===== config.mk =====
export PLATFORM = sky130hd
export DESIGN_NAME = irefill_ctrl
export DESIGN_NICKNAME = d
export VERILOG_FILES = /design/src/rtl/irefill_pkg.sv /design/src/rtl/irefill_order.sv /design/src/rtl/irefill_linebuf.sv /design/src/rtl/irefill_ctrl.sv
export SDC_FILE = /design/constraint.sdc
export NUM_CORES = 1
export LEC_CHECK = 0
export CELL_PAD_IN_SITES_DETAIL_PLACEMENT = 0
export CELL_PAD_IN_SITES_GLOBAL_PLACEMENT = 2
export CORE_UTILIZATION = 35
export DETAILED_ROUTE_END_ITERATION = 10
export GPL_TIMING_DRIVEN = 0
export PLACE_DENSITY = 0.69
export SYNTH_ARGS = -nofsm -noshare
export SYNTH_HDL_FRONTEND = slang
export SYNTH_SLANG_ARGS = --single-unit

===== constraint.sdc =====
create_clock -name clk -period 5.6 [get_ports clk]
set_clock_uncertainty 0.15 [all_clocks]
set_input_delay 1.4 -clock clk [delete_from_list [all_inputs] [get_ports clk]]
set_output_delay 1.4 -clock clk [all_outputs]
set_load 0.01 [all_outputs]

===== src/rtl/irefill_pkg.sv =====
package irefill_pkg;

    typedef enum logic [1:0] {
        RF_IDLE  = 2'd0,
        RF_REQ   = 2'd1,
        RF_FILL  = 2'd2,
        RF_CLOSE = 2'd3
    } rf_state_e;

endpackage


===== src/rtl/irefill_order.sv =====
module irefill_order #(
    parameter int WORDS     = 8,
    parameter bit WRAP_FILL = 1'b1,
    localparam int OFS_W    = $clog2(WORDS)
) (
    input  logic [OFS_W-1:0] miss_word,
    input  logic [OFS_W-1:0] beat,
    output logic [OFS_W-1:0] start_word,
    output logic [OFS_W-1:0] beat_word
);

    generate
        if (WRAP_FILL) begin : g_wrap
            assign start_word = miss_word;
            assign beat_word  = OFS_W'((int'(miss_word) + int'(beat)) % WORDS);
        end else begin : g_seq
            logic unused_miss;
            assign unused_miss = ^miss_word;
            assign start_word  = '0;
            assign beat_word   = beat;
        end
    endgenerate

endmodule


===== src/rtl/irefill_linebuf.sv =====
module irefill_linebuf #(
    parameter int WORDS  = 8,
    parameter int DATA_W = 32,
    localparam int OFS_W = $clog2(WORDS)
) (
    input  logic              clk,
    input  logic              rst_n,
    input  logic              clear,
    input  logic              wr_en,
    input  logic [OFS_W-1:0]  wr_word,
    input  logic [DATA_W-1:0] wr_data,
    input  logic [OFS_W-1:0]  rd_word,
    output logic [DATA_W-1:0] rd_data,
    output logic              rd_valid,
    output logic              all_valid
);

    logic [WORDS-1:0]  vld_d, vld_q;
    logic [DATA_W-1:0] data_q [WORDS];

    always_comb begin
        vld_d = vld_q;
        if (clear) begin
            vld_d = '0;
        end else if (wr_en) begin
            vld_d[wr_word] = 1'b1;
        end
    end

    always_ff @(posedge clk or negedge rst_n) begin
        if (!rst_n) begin
            vld_q <= '0;
        end else begin
            vld_q <= vld_d;
        end
    end

    generate
        for (genvar i = 0; i < WORDS; i++) begin : g_word
            always_ff @(posedge clk) begin
                if (wr_en && wr_word == OFS_W'(i)) begin
                    data_q[i] <= wr_data;
                end
            end
        end
    endgenerate

    assign rd_data   = data_q[rd_word];
    assign rd_valid  = vld_q[rd_word];
    assign all_valid = &vld_q;


    wr_mark_chk: assert property (@(posedge clk) disable iff (!rst_n)
        (wr_en && !clear) |=> vld_q[$past(wr_word)]);

endmodule


===== src/rtl/irefill_ctrl.sv =====
module irefill_ctrl
    import irefill_pkg::*;
#(
    parameter int LINE_W    = 27,
    parameter int WORDS     = 8,
    parameter int DATA_W    = 32,
    parameter bit WRAP_FILL = 1'b1,
    localparam int OFS_W    = $clog2(WORDS),
    localparam int ADDR_W   = LINE_W + OFS_W
) (
    input  logic              clk,
    input  logic              rst_n,
    input  logic              miss_valid,
    input  logic [LINE_W-1:0] miss_line,
    input  logic [OFS_W-1:0]  miss_word,
    output logic              miss_ready,
    output logic              mem_req_valid,
    output logic [ADDR_W-1:0] mem_req_addr,
    input  logic              mem_req_ready,
    input  logic              mem_rvalid,
    input  logic [DATA_W-1:0] mem_rdata,
    output logic              wr_en,
    output logic [OFS_W-1:0]  wr_word,
    output logic [DATA_W-1:0] wr_data,
    output logic              tag_we,
    output logic [LINE_W-1:0] tag_line,
    input  logic              fetch_valid,
    input  logic [OFS_W-1:0]  fetch_word,
    input  logic              fetch_in_line,
    output logic              fetch_hit,
    output logic              fetch_stall,
    output logic [DATA_W-1:0] fetch_data,
    input  logic              dmiss_valid,
    output logic              dmiss_grant
);

    localparam logic [OFS_W-1:0] LAST_BEAT = OFS_W'(WORDS - 1);

    typedef struct packed {
        rf_state_e         state;
        logic [LINE_W-1:0] line;
        logic [OFS_W-1:0]  req_word;
        logic [OFS_W-1:0]  beat;
        logic              stop;
    } ctl_t;

    ctl_t ctl_d, ctl_q;

    logic             busy;
    logic             buf_clear;
    logic             buf_rd_valid;
    logic             buf_all_valid;
    logic [OFS_W-1:0] start_word;
    logic [OFS_W-1:0] beat_word;

    irefill_order #(
        .WORDS     (WORDS),
        .WRAP_FILL (WRAP_FILL)
    ) order_i (
        .miss_word  (ctl_q.req_word),
        .beat       (ctl_q.beat),
        .start_word (start_word),
        .beat_word  (beat_word)
    );

    irefill_linebuf #(
        .WORDS  (WORDS),
        .DATA_W (DATA_W)
    ) linebuf_i (
        .clk       (clk),
        .rst_n     (rst_n),
        .clear     (buf_clear),
        .wr_en     (wr_en),
        .wr_word   (wr_word),
        .wr_data   (wr_data),
        .rd_word   (fetch_word),
        .rd_data   (fetch_data),
        .rd_valid  (buf_rd_valid),
        .all_valid (buf_all_valid)
    );

    always_comb begin
        ctl_d = ctl_q;
        busy  = (ctl_q.state != RF_IDLE);

        miss_ready    = !busy;
        buf_clear     = !busy && miss_valid;
        mem_req_valid = (ctl_q.state == RF_REQ);
        mem_req_addr  = {ctl_q.line, start_word};
        wr_en         = (ctl_q.state == RF_FILL) && mem_rvalid;
        wr_word       = beat_word;
        wr_data       = mem_rdata;
        tag_we        = (ctl_q.state == RF_CLOSE);
        tag_line      = ctl_q.line;
        dmiss_grant   = dmiss_valid && !busy && !miss_valid;
        fetch_hit     = busy && fetch_valid && fetch_in_line && !ctl_q.stop && buf_rd_valid;
        fetch_stall   = busy && !fetch_hit;

        unique case (ctl_q.state)
            RF_IDLE: begin
                if (miss_valid) begin
                    ctl_d.state    = RF_REQ;
                    ctl_d.line     = miss_line;
                    ctl_d.req_word = miss_word;
                    ctl_d.beat     = '0;
                    ctl_d.stop     = 1'b0;
                end
            end
            RF_REQ: begin
                if (mem_req_ready) begin
                    ctl_d.state = RF_FILL;
                    ctl_d.beat  = '0;
                end
            end
            RF_FILL: begin
                if (mem_rvalid) begin
                    ctl_d.beat = ctl_q.beat + 1'b1;
                    if (ctl_q.beat == LAST_BEAT) begin
                        ctl_d.state = RF_CLOSE;
                    end
                end
            end
            RF_CLOSE: begin
                ctl_d.state = RF_IDLE;
            end
            default: begin
                ctl_d.state = RF_IDLE;
            end
        endcase

        if (busy && fetch_valid && !fetch_in_line) begin
            ctl_d.stop = 1'b1;
        end
    end

    always_ff @(posedge clk or negedge rst_n) begin
        if (!rst_n) begin
            ctl_q <= '{state: RF_IDLE, line: '0, req_word: '0, beat: '0, stop: 1'b0};
        end else begin
            ctl_q <= ctl_d;
        end
    end


    held_line_chk: assert property (@(posedge clk) disable iff (!rst_n)
        !miss_ready |=> tag_line == $past(tag_line));


    first_beat_chk: assert property (@(posedge clk) disable iff (!rst_n)
        (wr_en && ctl_q.beat == '0) |-> (wr_word == (WRAP_FILL ? ctl_q.req_word : '0)));


    req_wait_chk: assert property (@(posedge clk) disable iff (!rst_n)
        (busy && fetch_valid && fetch_in_line && fetch_word == ctl_q.req_word && !buf_rd_valid)
        |-> fetch_stall);


    stop_hold_chk: assert property (@(posedge clk) disable iff (!rst_n)
        (busy && $past(busy && fetch_valid && !fetch_in_line)) |-> fetch_stall);


    tag_full_chk: assert property (@(posedge clk) disable iff (!rst_n)
        tag_we |-> buf_all_valid);


    dgrant_chk: assert property (@(posedge clk) disable iff (!rst_n)
        dmiss_grant |-> !(mem_req_valid || wr_en || tag_we));

endmodule


-- Yosys cells after proc, flatten, opt, wreduce, memory -nomap -nowiden
Memory sizes are Yosys's and may differ from the RTL's.
Cells that the tools add are included.
- register bits: 44
- bits in writable memories: 256
- input bits: 73
- output and inout port bits: 131
- logic and storage cells: 123
- memories: 1
- memory list (memory ; words ; width ; rd ports ; clocked after memory_dff ; wr ports ; RTL line ; RTL):
    linebuf_i.data_q ; 8 ; 32 ; 1 ; 0 ; 1 ; irefill_linebuf.sv:19 ; logic [DATA_W-1:0] data_q [WORDS];
- add/sub/neg operators: 2
- order comparisons: 3
- equality and inequality tests: 15
- muxes and demuxes: 53
- bitwise logic cells: 1
- reduce and logical (&&, ||, !) cells: 42
- operators with widths (kind ; number):
    $mux W32 ; 7
    $reduce_or A32 Y1 ; 7
    $mux W36 ; 1
    $mux W1 ; 27
    $mux W3 ; 9
    $logic_and A1 B1 Y1 ; 19
    $mux W8 ; 2
    $eq A3 B3 Y1 const B ; 5
    $pmux W3 S3 ; 1
    $lt A3 B4 Y1 const B ; 2
    $or A8 B8 Y8 ; 1
    $pmux W2 S4 ; 1
    $reduce_and A4 Y1 ; 2
    $reduce_bool A2 Y1 ; 4
    $eq A3 B2 Y1 const B ; 2
    $mux W2 ; 3
    $logic_not A1 Y1 ; 5
    $eq A2 B2 Y1 const B ; 2
    $ne A2 B1 Y1 const B ; 2
    $ne A2 B2 Y1 const B ; 2
    $reduce_and A2 Y1 ; 2
    $add A3 B1 Y3 const B ; 1
    $add A3 B3 Y3 ; 1
    $bmux W1 S3 ; 1
    other kinds (7) ; 7

-- Logic depth before layout (Yosys ltp)
- word-level depth: 13
- gate-level depth with buffers: 7
- gate-level depth less buffers: 7

-- By module
Synthesis repeated with hierarchy kept, for this count alone.
- cell total of the unflattened synthesis: 615
- area total of the unflattened synthesis: 12381.9 sq um
- by module, submodules not included (module ; instances ; cells an instance ; area each (sq um) ; seq. area each (sq um)):
    irefill_linebuf ; 1 ; 418 ; 10099.7 ; 7887.6
    irefill_ctrl ; 1 ; 191 ; 2203.4 ; 900.9
    irefill_order ; 1 ; 6 ; 78.8 ; 0.0

-- Worst setup path before layout
No wires, ideal clock.
- kind: input-to-reg
- from: in mem_rvalid
- to: mem linebuf_i.data_q[6][0], enable pin
- library setup time: 0.505 ns
- arrival: 4.633 ns
- data required time: 4.945 ns
- slack: 0.313 ns
- cell stages on the path: 2
- buffers on the path: 0
- cells stage by stage: nand2_1 -> nor4_1
- cells in the longest elaborated chain, start to end: 12
- elaborated cells on any way between the ends: 46
- classes of those cells: mux: 30; reduce/logical: 16
- RTL lines (item ; RTL line ; RTL):
    start, declared ; irefill_ctrl.sv:20 ; input logic mem_rvalid,
    $logic_and A1 B1 Y1 * ; irefill_ctrl.sv:90 ; wr_en = (ctl_q.state == RF_FILL) && mem_rvalid;
    $logic_and A1 B1 Y1 ; irefill_linebuf.sv:41 ; if (wr_en && wr_word == OFS_W'(i)) begin
    $mux W1 ; irefill_linebuf.sv:41 ;
    $mux W1 (not written as such) ; irefill_linebuf.sv:42 ; data_q[i] <= wr_data;
    $reduce_or A32 Y1 (no line) ; - ;
    $mux W3 (no line) / $mux W1 (equally long branches) (7 in series) ; - ;
    end, declared ; irefill_linebuf.sv:19 ;
Mark *: on every way between the ends. The rest lies on a longest branch, timed or not.

-- Worst setup path in the final report
- from: in fetch_word[1]
- to: out fetch_data[8]
- cells in the longest elaborated chain, start to end: 1
- RTL lines (item ; RTL line ; RTL):
    start, declared ; irefill_ctrl.sv:28 ; input logic [OFS_W-1:0] fetch_word,
    $mem_v2 Z8 W32 ; - ;
    end, declared ; irefill_ctrl.sv:32 ; output logic [DATA_W-1:0] fetch_data,
No other way between the ends.

==> flow_summary_export.csv <==
group,metric,value,unit
timing,fmax,197,MHz
timing,fin_crit,5070,ps
critical_path,cpLargestDelayFamily,"buffers and inverters",
detailed_routing,drt_iter0_markers,312,
job,maxCapViolCount,0,
cts,cts.sinks,300,
final_layout,syn2layout_area_growth,32.1,%
pwr,p_seq_share,41.6,%
synth,syn_area,12300,µm²
cts,cts_setup_buffers,0,
floorplanning,fp.coreArea,34600,µm²
cts,cts_made_buffers,34,
placed_design,numPortBuffers,200,
timing,maxSlewViolCount,0,
cts,cts_max_path_buffers,3,
timing,post-route-period-util,90.5,%
cts,cts_resized,0,
synth,ys_seq_area_share,71.3,%
synth,ys_ff_latch,300,
pwr,ir_worst_vdd,0.000260,V
placed_design,dp.cells,1282,
cts,clk_pin_slew,60,ps
critical_path,arrival,3520,ps
worst_hold_path,min_path_type,"reg2reg",
grt,grt_pass1_wl,42200,µm
timing,worst_pin_slew,888,ps
detailed_routing,drtAntennaViolNets,0,
floorplanning,die_h,190,µm
detailed_routing,drt_pass1_iterations,4,
placed_design,hpwl,19000,µm
critical_path,path_cells,"buf_2 > clkbuf_1 > mux4_2 > mux2_2 > clkdlybuf4s50_1",
grt,grt_pass1_vias,7078,
detailed_routing,detail_route.wl_per_cell,20.7,µm
detailed_routing,viasPerCell,4.73,
synth,syn_nets,686,
critical_path,start_kind,"input port",
critical_path,r2r_slack,2240,ps
run_status,outcome,"complete, no violations",
synth,synth_edf_count,256,
critical_path,endpoint_kind,"output port",
pwr,clock_power_share,29.4,%
floorplanning,die-area,36000,µm²
pwr,swShare,26.4,%
final_layout,drive_gt1_share,34.2,%
grt,grt_max_degree,34,
synth,avgSynthCellArea,20.4,µm²
pwr,p_comb_share,29.0,%
grt,grt_usage,15.8,%
floorplanning,row_count,68,
critical_path,cp_data_required_time,4050,ps
critical_path,critPathKind,"in2out",
grt,overflow,0,
floorplanning,fp.dieW,190,µm
cts,hold_buffers,0,
placed_design,post-place-ws,482,ps
pwr,p_switching,1.86,mW
timing,fin_ws,530,ps
final_layout,final_cells,1344,
floorplanning,initial_core_util,35.6,%
placed_design,place_congestion,0.690,
cts,cts_root_buffer,"clkbuf_16",
grt,antenna_found_initial,0,
final_layout,fillers,2919,
pwr,p_int,5.18,mW
cts,ctsHtreeMaxLevel,2,
synth,synthArstFlopShare,14.7,%
pwr,p_leak,5.74,nW
timing,setup_tns,0,ps
timing,timing.slew.headroom,40.4,%
final_layout,nets,944,
timing,rsz0062_at_grt,"false",
synth,synthCells,605,
cts,cts_tree,"built",
cts,clock_latency,500,ps
critical_path,slowest_delay,640,ps
synth,ys_types,38,
floorplanning,ios,204,
detailed_routing,remaining_drc_errors,0,
timing,hold_violations,0,
detailed_routing,via_count,6356,
synth,ys.warnings.count,0,
critical_path,cp_num_buf_inv,3,
synth,yosys_most_used_dff,"edfxtp_1",
pwr,power_density,433,nW/µm²
critical_path,worstPathMaxFanout,10,
critical_path,cp_slowest_cell,"clkbuf_1",
final_layout,num_antenna_cells,0,
detailed_routing,wl,27800,µm
timing,setup_viol,0,
## metal layers
metal	part of all wire [%]	global-route usage, %	vias up
li1	-	-	2831
met1	41	20.2	3292
met2	50	27.0	202
met3	7.1	3.93	31
met4	1.4	3.41	0
met5	0	0	-
## cell type report
class,instances,area (µm²),share of cell area [%]
multi-input combinational,181,2710,16.6
buffer,113,837,5.14
tap,455,569,3.50
sequential,300,8790,54.0
timing repair buffer,222,2280,14.0
inverter,11,41.3,0.254
clock buffer,39,870,5.34
clock inverter,23,179,1.10
## kinds of logic after synthesis
group / share of synthesized area [%]
adders and majority gates: 0.873
xor gates and xnor gates: 0.193
AOI/OAI and AO/OA: 0.812
buffers and inverters: 7.13
and+or+nand+nor: 1.32
DFF: 71.3
muxes: 18.3
## power by group through the flow
stage | Combinational, mW | Sequential [mW] | Clock (mW)
global route | 2.18 | 2.97 | 2.20
CTS | 2.08 | 2.94 | 2.13
floorplan | 1.07 | 2.93 | 0
detailed placement | 2.07 | 2.98 | 0
finish | 2.04 | 2.93 | 2.07
global placement | 1.94 | 2.98 | 0
## worst paths after layout
path,startpoint,endpoint,cells past startpoint
setup / recovery,fetch_word[1],fetch_data[8],5
hold / removal,linebuf_i.vld_q[4],linebuf_i.vld_q[4],1
setup reg to reg,ctl_q[1],linebuf_i.data_q[3][23],9
hold reg to reg,linebuf_i.vld_q[4],linebuf_i.vld_q[4],1
max in group asynchronous,rst_n,linebuf_i.vld_q[3],2
min in group asynchronous,rst_n,tag_line[13],1
## flip-flops by register name (all words and copies together), names as in the netlist
register,flops
linebuf_i.data_q,256
tag_line,27
ctl_q,9
linebuf_i.vld_q,8
## cell usage after synthesis (2+ instances only)
library cell / n / share of area [%]
buf_12: 3 / 0.49
buf_1: 2 / 0.061
nor3_1: 2 / 0.081
buf_2: 6 / 0.24
mux4_1: 9 / 1.9
dfrtp_1: 44 / 8.9
nand3_1: 3 / 0.12
nor2b_1: 4 / 0.20
ha_1: 7 / 0.71
nor2_1: 4 / 0.12
mux4_2: 56 / 10
buf_4: 89 / 5.4
mux2_2: 65 / 5.9
buf_6: 3 / 0.27
nand2_1: 2 / 0.061
edfxtp_1: 256 / 62
clkbuf_1: 10 / 0.30
o21a_1: 8 / 0.49
mux2i_1: 3 / 0.24
inv_1: 10 / 0.30
nor4_2: 2 / 0.20
## cell usage in the layout (no fill, tap or decap), types with 8 or more instances in the layout
cell type,Yosys,final
clkinv_1,0,8
buf_4,89,96
clkbuf_1,10,15
buf_6,3,10
clkdlybuf4s50_1,0,199
mux4_1,9,9
clkbuf_16,0,34
dfrtp_1,44,44
o21a_1,8,8
edfxtp_1,256,256
mux4_2,56,56
clkinv_2,0,8
mux2_2,65,65
inv_1,10,10
## metrics by stage
| step | util, % | hold slack (ps) | power [mW] | instance area (µm²) |
|---|---|---|---|---|
| after floorplan | - | 309 | 4.01 | 12300 |
| after global placement | 43.0 | 319 | 4.92 | 14900 |
| after detailed placement | 44.0 | 332 | 5.05 | 15200 |
| after CTS | 47.0 | 345 | 7.15 | 16300 |
| after global routing | 47.0 | 362 | 7.35 | 16300 |
| final | 47.0 | 343 | 7.04 | 16300 |
(Power assumes the default switching activity.)
